### src/rtl/alu_flag_pkg.sv
package alu_flag_pkg;

  typedef enum logic [2:0] {
    OP_ADD = 3'd0,
    OP_ADC = 3'd1,
    OP_SUB = 3'd2,
    OP_SBB = 3'd3,
    OP_AND = 3'd4,
    OP_OR  = 3'd5,
    OP_XOR = 3'd6,
    OP_CMP = 3'd7
  } alu_op_e;

  // bit 5 down to bit 0
  typedef struct packed {
    logic pf;
    logic af;
    logic zf;
    logic sf;
    logic of;
    logic cf;
  } status_t;

  function automatic logic op_is_bitwise(alu_op_e o);
    return (o == OP_AND) || (o == OP_OR) || (o == OP_XOR);
  endfunction

  function automatic logic op_is_subtract(alu_op_e o);
    return (o == OP_SUB) || (o == OP_SBB) || (o == OP_CMP);
  endfunction

  function automatic logic op_uses_carry(alu_op_e o);
    return (o == OP_ADC) || (o == OP_SBB);
  endfunction

endpackage

### src/rtl/alu_addsub.sv
module alu_addsub #(
  parameter int W   = 32,
  parameter int NIB = 4
) (
  input  logic [W-1:0] a,
  input  logic [W-1:0] b,
  input  logic         sub,
  input  logic         cin,
  output logic [W-1:0] sum,
  output logic         cout,
  output logic         ovf,
  output logic         aux
);
  logic [W-1:0]   b_eff;
  logic           c_eff;
  logic [W:0]     full;
  logic [NIB:0]   low;

  // subtraction as a + ~b + ~borrow
  assign b_eff = sub ? ~b : b;
  assign c_eff = sub ? ~cin : cin;

  assign full = {1'b0, a} + {1'b0, b_eff} + {{W{1'b0}}, c_eff};
  assign low  = {1'b0, a[NIB-1:0]} + {1'b0, b_eff[NIB-1:0]} + {{NIB{1'b0}}, c_eff};

  assign sum  = full[W-1:0];
  assign cout = full[W] ^ sub;
  assign aux  = low[NIB] ^ sub;
  assign ovf  = (a[W-1] == b_eff[W-1]) && (full[W-1] != a[W-1]);

endmodule

### src/rtl/alu_bitwise.sv
module alu_bitwise
  import alu_flag_pkg::*;
#(
  parameter int W = 32
) (
  input  alu_op_e      op,
  input  logic [W-1:0] a,
  input  logic [W-1:0] b,
  output logic [W-1:0] y
);
  always_comb begin
    unique case (op)
      OP_AND:  y = a & b;
      OP_OR:   y = a | b;
      OP_XOR:  y = a ^ b;
      default: y = '0;
    endcase
  end
endmodule

### src/rtl/alu_value_flags.sv
module alu_value_flags #(
  parameter int W     = 32,
  parameter int PAR_W = 8
) (
  input  logic [W-1:0] v,
  output logic         neg,
  output logic         is_zero,
  output logic         even_par
);
  assign neg     = v[W-1];
  assign is_zero = (v == '0);

  generate
    if (PAR_W >= W) begin : g_par_full
      assign even_par = ~^v;
    end else begin : g_par_low
      assign even_par = ~^v[PAR_W-1:0];
    end
  endgenerate
endmodule

### src/rtl/alu_flag_core.sv
module alu_flag_core
  import alu_flag_pkg::*;
#(
  parameter int WIDTH       = 32,
  parameter int AUX_BIT     = 4,
  parameter int PARITY_BITS = 8
) (
  input  logic             clk,
  input  logic             rst_n,
  input  logic             issue_en,
  input  logic [2:0]       op,
  input  logic [WIDTH-1:0] opnd_a,
  input  logic [WIDTH-1:0] opnd_b,
  output logic [WIDTH-1:0] result,
  output logic [5:0]       flags
);
  localparam int PW = (PARITY_BITS > WIDTH) ? WIDTH : PARITY_BITS;

  alu_op_e          op_e;
  logic             is_log, is_sub, cin;
  logic [WIDTH-1:0] sum, log_y, val;
  logic             cout, ovf, aux, neg, is_zero, even_par;
  status_t          nxt_st, st_q;
  logic [WIDTH-1:0] res_q;

  assign op_e   = alu_op_e'(op);
  assign is_log = op_is_bitwise(op_e);
  assign is_sub = op_is_subtract(op_e);
  assign cin    = op_uses_carry(op_e) & st_q.cf;

  alu_addsub #(.W(WIDTH), .NIB(AUX_BIT)) u_addsub (
    .a(opnd_a), .b(opnd_b), .sub(is_sub), .cin(cin),
    .sum(sum), .cout(cout), .ovf(ovf), .aux(aux)
  );

  alu_bitwise #(.W(WIDTH)) u_bitwise (
    .op(op_e), .a(opnd_a), .b(opnd_b), .y(log_y)
  );

  assign val = is_log ? log_y : sum;

  alu_value_flags #(.W(WIDTH), .PAR_W(PW)) u_vflags (
    .v(val), .neg(neg), .is_zero(is_zero), .even_par(even_par)
  );

  always_comb begin
    nxt_st.cf = is_log ? 1'b0 : cout;
    nxt_st.of = is_log ? 1'b0 : ovf;
    nxt_st.af = is_log ? 1'b0 : aux;
    nxt_st.sf = neg;
    nxt_st.zf = is_zero;
    nxt_st.pf = even_par;
  end

  always_ff @(posedge clk) begin
    if (!rst_n) begin
      res_q <= '0;
      st_q  <= '0;
    end else if (issue_en) begin
      st_q <= nxt_st;
      if (op_e != OP_CMP) res_q <= val;
    end
  end

  assign result = res_q;
  assign flags  = st_q;

  // idle cycles leave both registers untouched
  p_idle_hold_r10: assert property (@(posedge clk) disable iff (!rst_n)
    !issue_en |=> ($stable(result) && $stable(flags)));

  // compare never writes the result register
  p_cmp_keeps_result_r9: assert property (@(posedge clk) disable iff (!rst_n)
    (issue_en && op == 3'd7) |=> $stable(result));

  // bitwise operations leave carry, overflow and aux clear
  p_bitwise_clears_r8: assert property (@(posedge clk) disable iff (!rst_n)
    (issue_en && (op == 3'd4 || op == 3'd5 || op == 3'd6))
      |=> (flags[0] == 1'b0 && flags[1] == 1'b0 && flags[4] == 1'b0));

  // sign and zero agree with the written result
  p_sign_zero_r5: assert property (@(posedge clk) disable iff (!rst_n)
    (issue_en && op != 3'd7)
      |=> (flags[2] == result[WIDTH-1] && flags[3] == (result == '0)));

  // parity agrees with the low bits of the written result
  p_parity_r7: assert property (@(posedge clk) disable iff (!rst_n)
    (issue_en && op != 3'd7) |=> (flags[5] == ~^result[PW-1:0]));

  // bitwise issue can never leave overflow set, arithmetic add of two
  // same-sign operands with a sign flip must
  p_add_overflow_r4: assert property (@(posedge clk) disable iff (!rst_n)
    (issue_en && op == 3'd0 && opnd_a[WIDTH-1] == opnd_b[WIDTH-1])
      |=> (flags[1] == (result[WIDTH-1] != $past(opnd_a[WIDTH-1]))));

endmodule

### config.mk
export PLATFORM = sky130hd
export DESIGN_NAME = alu_flag_core
export DESIGN_NICKNAME = d
export VERILOG_FILES = /design/src/rtl/alu_flag_pkg.sv /design/src/rtl/alu_addsub.sv /design/src/rtl/alu_bitwise.sv /design/src/rtl/alu_value_flags.sv /design/src/rtl/alu_flag_core.sv
export SDC_FILE = /design/constraint.sdc
export NUM_CORES = 1
export LEC_CHECK = 0
export CAP_MARGIN = 20
export CORE_MARGIN = 2
export CORE_UTILIZATION = 40
export DETAILED_ROUTE_END_ITERATION = 6
export PLACE_DENSITY = 0.66
export SYNTH_ARGS = -nofsm -noshare
export SYNTH_HDL_FRONTEND = slang
export SYNTH_SLANG_ARGS = --single-unit
### constraint.sdc
create_clock -name clk -period 5.5 [get_ports clk]
set_input_delay 1.1 -clock clk [delete_from_list [all_inputs] [get_ports clk]]
set_output_delay 1.1 -clock clk [all_outputs]
set_load 0.05 [all_outputs]
==> results of run 1 <==
## cell usage in the layout, fill, tap and decap left out, types with 25 or more instances in the layout
| cell | count |
|---|---|
| clkdlybuf4s50_1 | 106 |
| ha_1 | 99 |
| nand2_1 | 95 |
| inv_1 | 73 |
| a21oi_1 | 71 |
| nor2_1 | 68 |
| o21ai_0 | 48 |
| xnor2_1 | 43 |
| dfxtp_1 | 38 |
| buf_4 | 25 |
## cell type report
class	count	area share
well taps	184	0.0317
clock buffers	5	0.0172
inverters	73	0.0377
flip-flops and latches	38	0.105
clock inverters	2	0.00138
repair buffers	133	0.175
multi-input cells	659	0.633
## Yosys cell counts, types with 6 or more instances
cell type / instances / share of area
o211ai_1: 7 / 0.0090
a21oi_1: 71 / 0.061
nand3_1: 14 / 0.012
nor2b_1: 9 / 0.0097
ha_1: 99 / 0.21
nand2b_1: 13 / 0.014
and2_1: 10 / 0.011
o21ai_0: 48 / 0.041
nor2_1: 68 / 0.044
nand4_1: 12 / 0.013
o22ai_1: 16 / 0.017
buf_1: 6 / 0.0039
a211oi_1: 11 / 0.014
mux2i_1: 7 / 0.012
inv_1: 73 / 0.047
xor2_1: 10 / 0.015
dfxtp_1: 38 / 0.13
nand2_1: 96 / 0.062
xnor2_1: 43 / 0.065
a21o_1: 13 / 0.017
clkbuf_1: 28 / 0.018
buf_2: 6 / 0.0052
o21ai_1: 7 / 0.0060
nor3_1: 11 / 0.0095
## metrics by stage
stage                     hold slack, ns  setup TNS (ns)  instance area, sq um  instances
after floorplan                    0.667               0                  5830        814
after global placement             0.445               0                  7110       1086
after detailed placement           0.447         -0.0123                  7130       1087
after CTS                          0.454               0                  7260       1094
after global routing               0.469               0                  7260       1094
final                              0.450               0                  7260       1094
## sequential cells by signal, indices dropped and copies added (netlist names)
signal,count
flags,6
result,32
## logic make-up after synthesis
group / synth area share
AOI/OAI and AO/OA: 0.272
buffers and inverters: 0.0800
DFF: 0.131
and+or+nand+nor: 0.203
adders and majority gates: 0.220
xor gates and xnor gates: 0.0798
muxes: 0.0140
## routing by layer
layer,up-vias,wire (um)
li1,3051,-
met1,2803,7800
met2,180,8360
met3,33,888
met4,0,432
met5,-,0
## tightest hold or removal path, cell delays in order, from the launching register on
cell and delay, ns:
dfxtp_1 0.31, nand2_1 0.05, a21oi_1 0.05
## worst min-delay path by stage
stage	depth (start not counted)	slack, ns	start	endpoint
2_1_floorplan	2	0.67	flags[3]$_SDFFE_PN0P_	flags[3]$_SDFFE_PN0P_
3_3_place_gp	2	0.44	result[15]$_SDFFE_PN0P_	result[15]$_SDFFE_PN0P_
3_5_place_dp	2	0.45	result[15]$_SDFFE_PN0P_	result[15]$_SDFFE_PN0P_
4_1_cts	2	0.45	result[15]$_SDFFE_PN0P_	result[15]$_SDFFE_PN0P_
5_1_grt	2	0.47	result[12]$_SDFFE_PN0P_	result[12]$_SDFFE_PN0P_
6_report	2	0.45	result[15]$_SDFFE_PN0P_	result[15]$_SDFFE_PN0P_
## power groups by stage
stage,Combinational [mW],Sequential (mW),Clock (mW)
floorplan,0.582,0.435,0
global placement,0.979,0.331,0
detailed placement,0.988,0.331,0
finish,1.00,0.326,0.278
global route,1.09,0.330,0.288
CTS,0.994,0.326,0.277
==> flow_summary.json, run 1 <==
{
  "core_sq_mm": 0.0144,
  "nets": 1081,
  "r2r_cells": 20,
  "critPathTopFamily": "simple AND/OR/NAND/NOR gates",
  "die_w_um": 125,
  "n_fill_cell": 1450,
  "syn_area_per_cell_sq_um": 7.15,
  "antenna_found_initial": 0,
  "crit_path_end": "flags[3]$_SDFFE_PN0P_",
  "gr-usage-met1": 0.288,
  "drv_cap": 0,
  "startpoint_type": "input pin",
  "hpwl_mm": 13.8,
  "hold_viol": 0,
  "r2r_end": "flags[3]$_SDFFE_PN0P_",
  "gp_congestion": 0.947,
  "switching_share": 0.452,
  "postCtsHoldBufs": 0,
  "post_cts_buffers": 0,
  "grt_pass1_wl_mm": 28.5,
  "status": "complete, no violations",
  "gr-total-overflow": 0,
  "yosysWarnings": 0,
  "setup_viol": 0,
  "layout-drive-gt1-share": 0.0615,
  "power_mw": 1.60,
  "endpoint_kind": "flop",
  "start_util": 0.405,
  "synth_edf_count": 0,
  "synth-seq-cells": 38,
  "grt_start_max_net_pins": 46,
  "power.share.clock": 0.173,
  "multiInputGateArea_sq_mm": 0.00459,
  "cp.depth": 21,
  "first_pass_iters": 5,
  "p_leak_nw": 3.21,
  "cts_tree": "yes",
  "top_usage_layer": "met2",
  "hold_path.class": "reg2reg",
  "fin_skew_ns": 0.00576,
  "fmax_mhz": 191,
  "pin_count": 108,
  "area_growth_pct": 24.8,
  "async_reset_ff_frac": 0,
  "rows": 44,
  "critPathKind": "in2reg",
  "ir_drop_mv": 0.129,
  "finalMaxSlewViolations": 0,
  "wl_per_cell_um": 16.0,
  "cts_sinks": 38,
  "num_antenna_cells": 0,
  "combPwrFrac": 0.624,
  "slew_headroom": 0.314,
  "post-route-drc-count": 0,
  "ant_nets": 0,
  "powerDensity_mw_per_mm2": 221,
  "crit_start": "op[1]",
  "synth_cells": 814,
  "clk_pin_slew_ns": 0.06,
  "syn_area_sq_mm": 0.00582,
  "rsz0062_at_grt": "false",
  "crit_arrival_ns": 5.44,
  "worstPathCellList": "clkdlybuf4s50_1, nor2b_1, a21oi_1, o22ai_1, fa_1, inv_1, fa_1, nand2b_1, a21oi_2, nor2_1, xnor2_1, o21ai_0, ha_1, nand4_1, nor2_1, nand2_1, a211o_1, or4b_1, nor4_1, nand4_1, o21ai_1",
  "seq_area_sq_um": 761,
  "insertion_delay_ns": 0.29,
  "synth.distinct_cells": 75,
  "dieArea_sq_mm": 0.0155,
  "p_int_uw": 879,
  "ys_seq_area_frac": 0.131,
  "p_switching_uw": 725,
  "use_met3": 0.0193,
  "post-place-ws_ns": -0.0123,
  "numPortBuffers": 107,
  "rr_startpoint": "flags[0]$_SDFFE_PN0P_",
  "cts_root_buffer": "clkbuf_16",
  "routed_wl_mm": 17.5,
  "cts_made_buffers": 5,
  "synthFlopType": "dfxtp_1",
  "final_util": 0.505,
  "syn_nets": 985,
  "die_h_um": 125,
  "slowest_delay_ns": 0.69,
  "drt-vias-per-instance": 5.55,
  "clockBufferDepth": 2,
  "worst_ep_required_time_ns": 5.72,
  "period_share": 0.950,
  "path_max_fanout": 8,
  "cp.buffers_inverters": 2,
  "grt_usage": 0.218,
  "min_period_ns": 5.22,
  "pwr-share-seq": 0.203,
  "ff2ff_setup_slack_ns": 1.44,
  "htree_levels": 2,
  "first_global_vias": 5716,
  "drtIter0Drc": 395,
  "postLayoutSetupSlackWorst_ns": 0.276,
  "use_met2": 0.377,
  "slowest_stage": "clkdlybuf4s50_1",
  "num_vias": 6067,
  "tightest_slew_ns": 1.03,
  "cts_resized": 0
}
(Power assumes the default switching activity.)
==> run 2: changes to the inputs <==
--- a/config.mk
+++ b/config.mk
@@ -6,7 +6,7 @@
 export NUM_CORES = 1
 export LEC_CHECK = 0
 export CAP_MARGIN = 20
-export CORE_MARGIN = 2
+export CORE_MARGIN = 1.5
 export CORE_UTILIZATION = 40
 export DETAILED_ROUTE_END_ITERATION = 6
 export PLACE_DENSITY = 0.66
==> run 2 against run 1 <==
  * Worst setup slack gained 0.19 ns
  * Largest cell class unchanged
  * Clock power grew 41%
  * Sequential share of layout area shrank 0.066 points
  * Combinational power is essentially flat
  * Routed wire length grew 0.35%
  * Register-to-register slack gained 0.02 ns
  * Worst hold slack gained 0.011 ns
  * Maximum frequency grew 3.8%
  * Sequential power is essentially flat
  * Via count shrank 0.26%
  * Non-clock buffer count shrank 2
==> flow_summary.json, run 2 (synthesis results as in run 1) <==
{
  "post_cts_buffers": 0,
  "hold_path.class": "reg2reg",
  "hold_viol": 0,
  "multiInputGateArea_sq_mm": 0.00459,
  "rsz0062_at_grt": "false",
  "start_util": 0.414,
  "gr-total-overflow": 0,
  "fin_skew_ns": 0.00668,
  "die_h_um": 124,
  "cts_made_buffers": 5,
  "layout-drive-gt1-share": 0.0605,
  "final_common_cell": "clkdlybuf4s50_1",
  "wl_per_cell_um": 16.1,
  "routed_wl_mm": 17.5,
  "clk_pin_slew_ns": 0.06,
  "fin_tns_setup_ns": 0,
  "finalNonFillerCells": 1089,
  "cts_tree": "yes",
  "insertion_delay_ns": 0.29,
  "endpoint_kind": "flop",
  "cts_root_buffer": "clkbuf_16",
  "post-route-drc-count": 0,
  "grt_usage": 0.230,
  "largest_register_ffs": 32,
  "startpoint_type": "input pin",
  "area_growth_pct": 25.6,
  "post-place-ws_ns": 0.0222,
  "num_antenna_cells": 0,
  "antenna_found_initial": 0,
  "ant_nets": 0,
  "min_period_ns": 5.03,
  "fmax_mhz": 199,
  "postLayoutSetupSlackWorst_ns": 0.467,
  "n_fill_cell": 1368,
  "cts_sinks": 38,
  "rows": 43,
  "num_vias": 6051,
  "tightest_slew_ns": 1.06,
  "slew_headroom": 0.295,
  "drt-vias-per-instance": 5.56,
  "pin_count": 108,
  "dieArea_sq_mm": 0.0153,
  "grt_pass1_wl_mm": 28.3,
  "htree_levels": 2,
  "core_sq_mm": 0.0140,
  "die_w_um": 124,
  "dp_cells": 1080,
  "powerDensity_mw_per_mm2": 235,
  "setup_viol": 0,
  "finalMaxSlewViolations": 0,
  "worst_ep_required_time_ns": 5.72,
  "crit_arrival_ns": 5.25,
  "gp_congestion": 0.956,
  "seq_area_sq_um": 761,
  "hpwl_mm": 13.8,
  "grt_start_max_net_pins": 46,
  "critPathKind": "in2reg",
  "p_leak_nw": 3.24,
  "period_share": 0.915,
  "drv_cap": 0,
  "clockBufferDepth": 2,
  "ir_drop_mv": 0.117,
  "first_pass_iters": 4,
  "final_cell_mix": "105 x clkdlybuf4s50_1, 99 x ha_1, 95 x nand2_1",
  "numPortBuffers": 107,
  "postCtsHoldBufs": 0,
  "status": "complete, no violations",
  "drtIter0Drc": 404,
  "first_global_vias": 5752,
  "path_max_fanout": 14,
  "nets": 1079
}
## run 2: timing repair
item | 4_1_cts | 5_1_grt
setup endpoints to repair | 0 | 1
gates resized for setup | 0 | 1
hold endpoints to repair | 0 | 0
## run 2: report_power, final
group          internal (mW)  switching, mW  total (mW)  leakage (nW)
Combinational          0.406          0.589       0.995          2.83
Sequential             0.307         0.0206       0.328         0.314
Clock                  0.272          0.119       0.392        0.0971
Total                  0.985          0.729        1.71          3.24
## run 2: metal layers
metal  vias up  track usage  wire length [um]
met5         -            0                 0
met4         0       0.0697               494
met3        31       0.0201               794
met2       159        0.407              8320
met1      2801        0.296              7940
li1       3060            -                 -
## run 2: worst paths after layout
| check | slack, ns | end | from | depth (start not counted) |
|---|---|---|---|---|
| worst max register to register | 1.46 | flags[3]$_SDFFE_PN0P_ | flags[0]$_SDFFE_PN0P_ | 20 |
| worst max-delay path | 0.47 | flags[3]$_SDFFE_PN0P_ | op[2] | 22 |
| worst min-delay path | 0.46 | result[9]$_SDFFE_PN0P_ | result[9]$_SDFFE_PN0P_ | 2 |
| worst min register to register | 0.46 | result[9]$_SDFFE_PN0P_ | result[9]$_SDFFE_PN0P_ | 2 |
## run 2: metrics by stage
step	total power, mW	hold WS (ns)	util	area [sq um]
2_1_floorplan	1.02	0.667	-	5830
3_3_place_gp	1.31	0.445	0.505	7090
3_5_place_dp	1.32	0.452	0.505	7090
4_1_cts	1.71	0.461	0.519	7290
5_1_grt	1.83	0.478	0.521	7310
6_report	1.71	0.461	0.521	7310
## run 2: layout make-up
class                           instances  area share
Clock inverter                          2     0.00822
Sequential cell                        38       0.104
Inverter                               73      0.0375
Tap cell                              180      0.0308
Multi-Input combinational cell        659       0.629
Timing Repair Buffer                  131       0.172
Clock buffer                            6      0.0190
## run 2: worst max-delay path, cell delays in order
cell	delay [ns]
clkdlybuf4s50_1	0.50
nand2_1	0.15
nand2_2	0.15
buf_4	0.27
xnor2_1	0.15
ha_1	0.29
o211ai_1	0.29
o211ai_2	0.15
nand2_2	0.13
xnor2_1	0.09
o22ai_1	0.14
nand2_1	0.07
o221ai_1	0.10
ha_1	0.19
nand4_1	0.09
nor2_1	0.09
nand2_1	0.06
a211o_1	0.23
or4b_1	0.48
nor4_1	0.30
nand4_1	0.13
o21ai_1	0.09
==> run 3: changes to the inputs <==
--- a/config.mk
+++ b/config.mk
@@ -5,6 +5,7 @@
 export SDC_FILE = /design/constraint.sdc
 export NUM_CORES = 1
 export LEC_CHECK = 0
+export ABC_CLOCK_PERIOD_IN_PS = 5500
 export CAP_MARGIN = 20
 export CORE_MARGIN = 1.5
 export CORE_UTILIZATION = 40
@@ -13,3 +14,4 @@
 export SYNTH_ARGS = -nofsm -noshare
 export SYNTH_HDL_FRONTEND = slang
 export SYNTH_SLANG_ARGS = --single-unit
+export TNS_END_PERCENT = 50
==> results of run 3 <==
Final layout, timing and power as in run 2 (identical DEF).
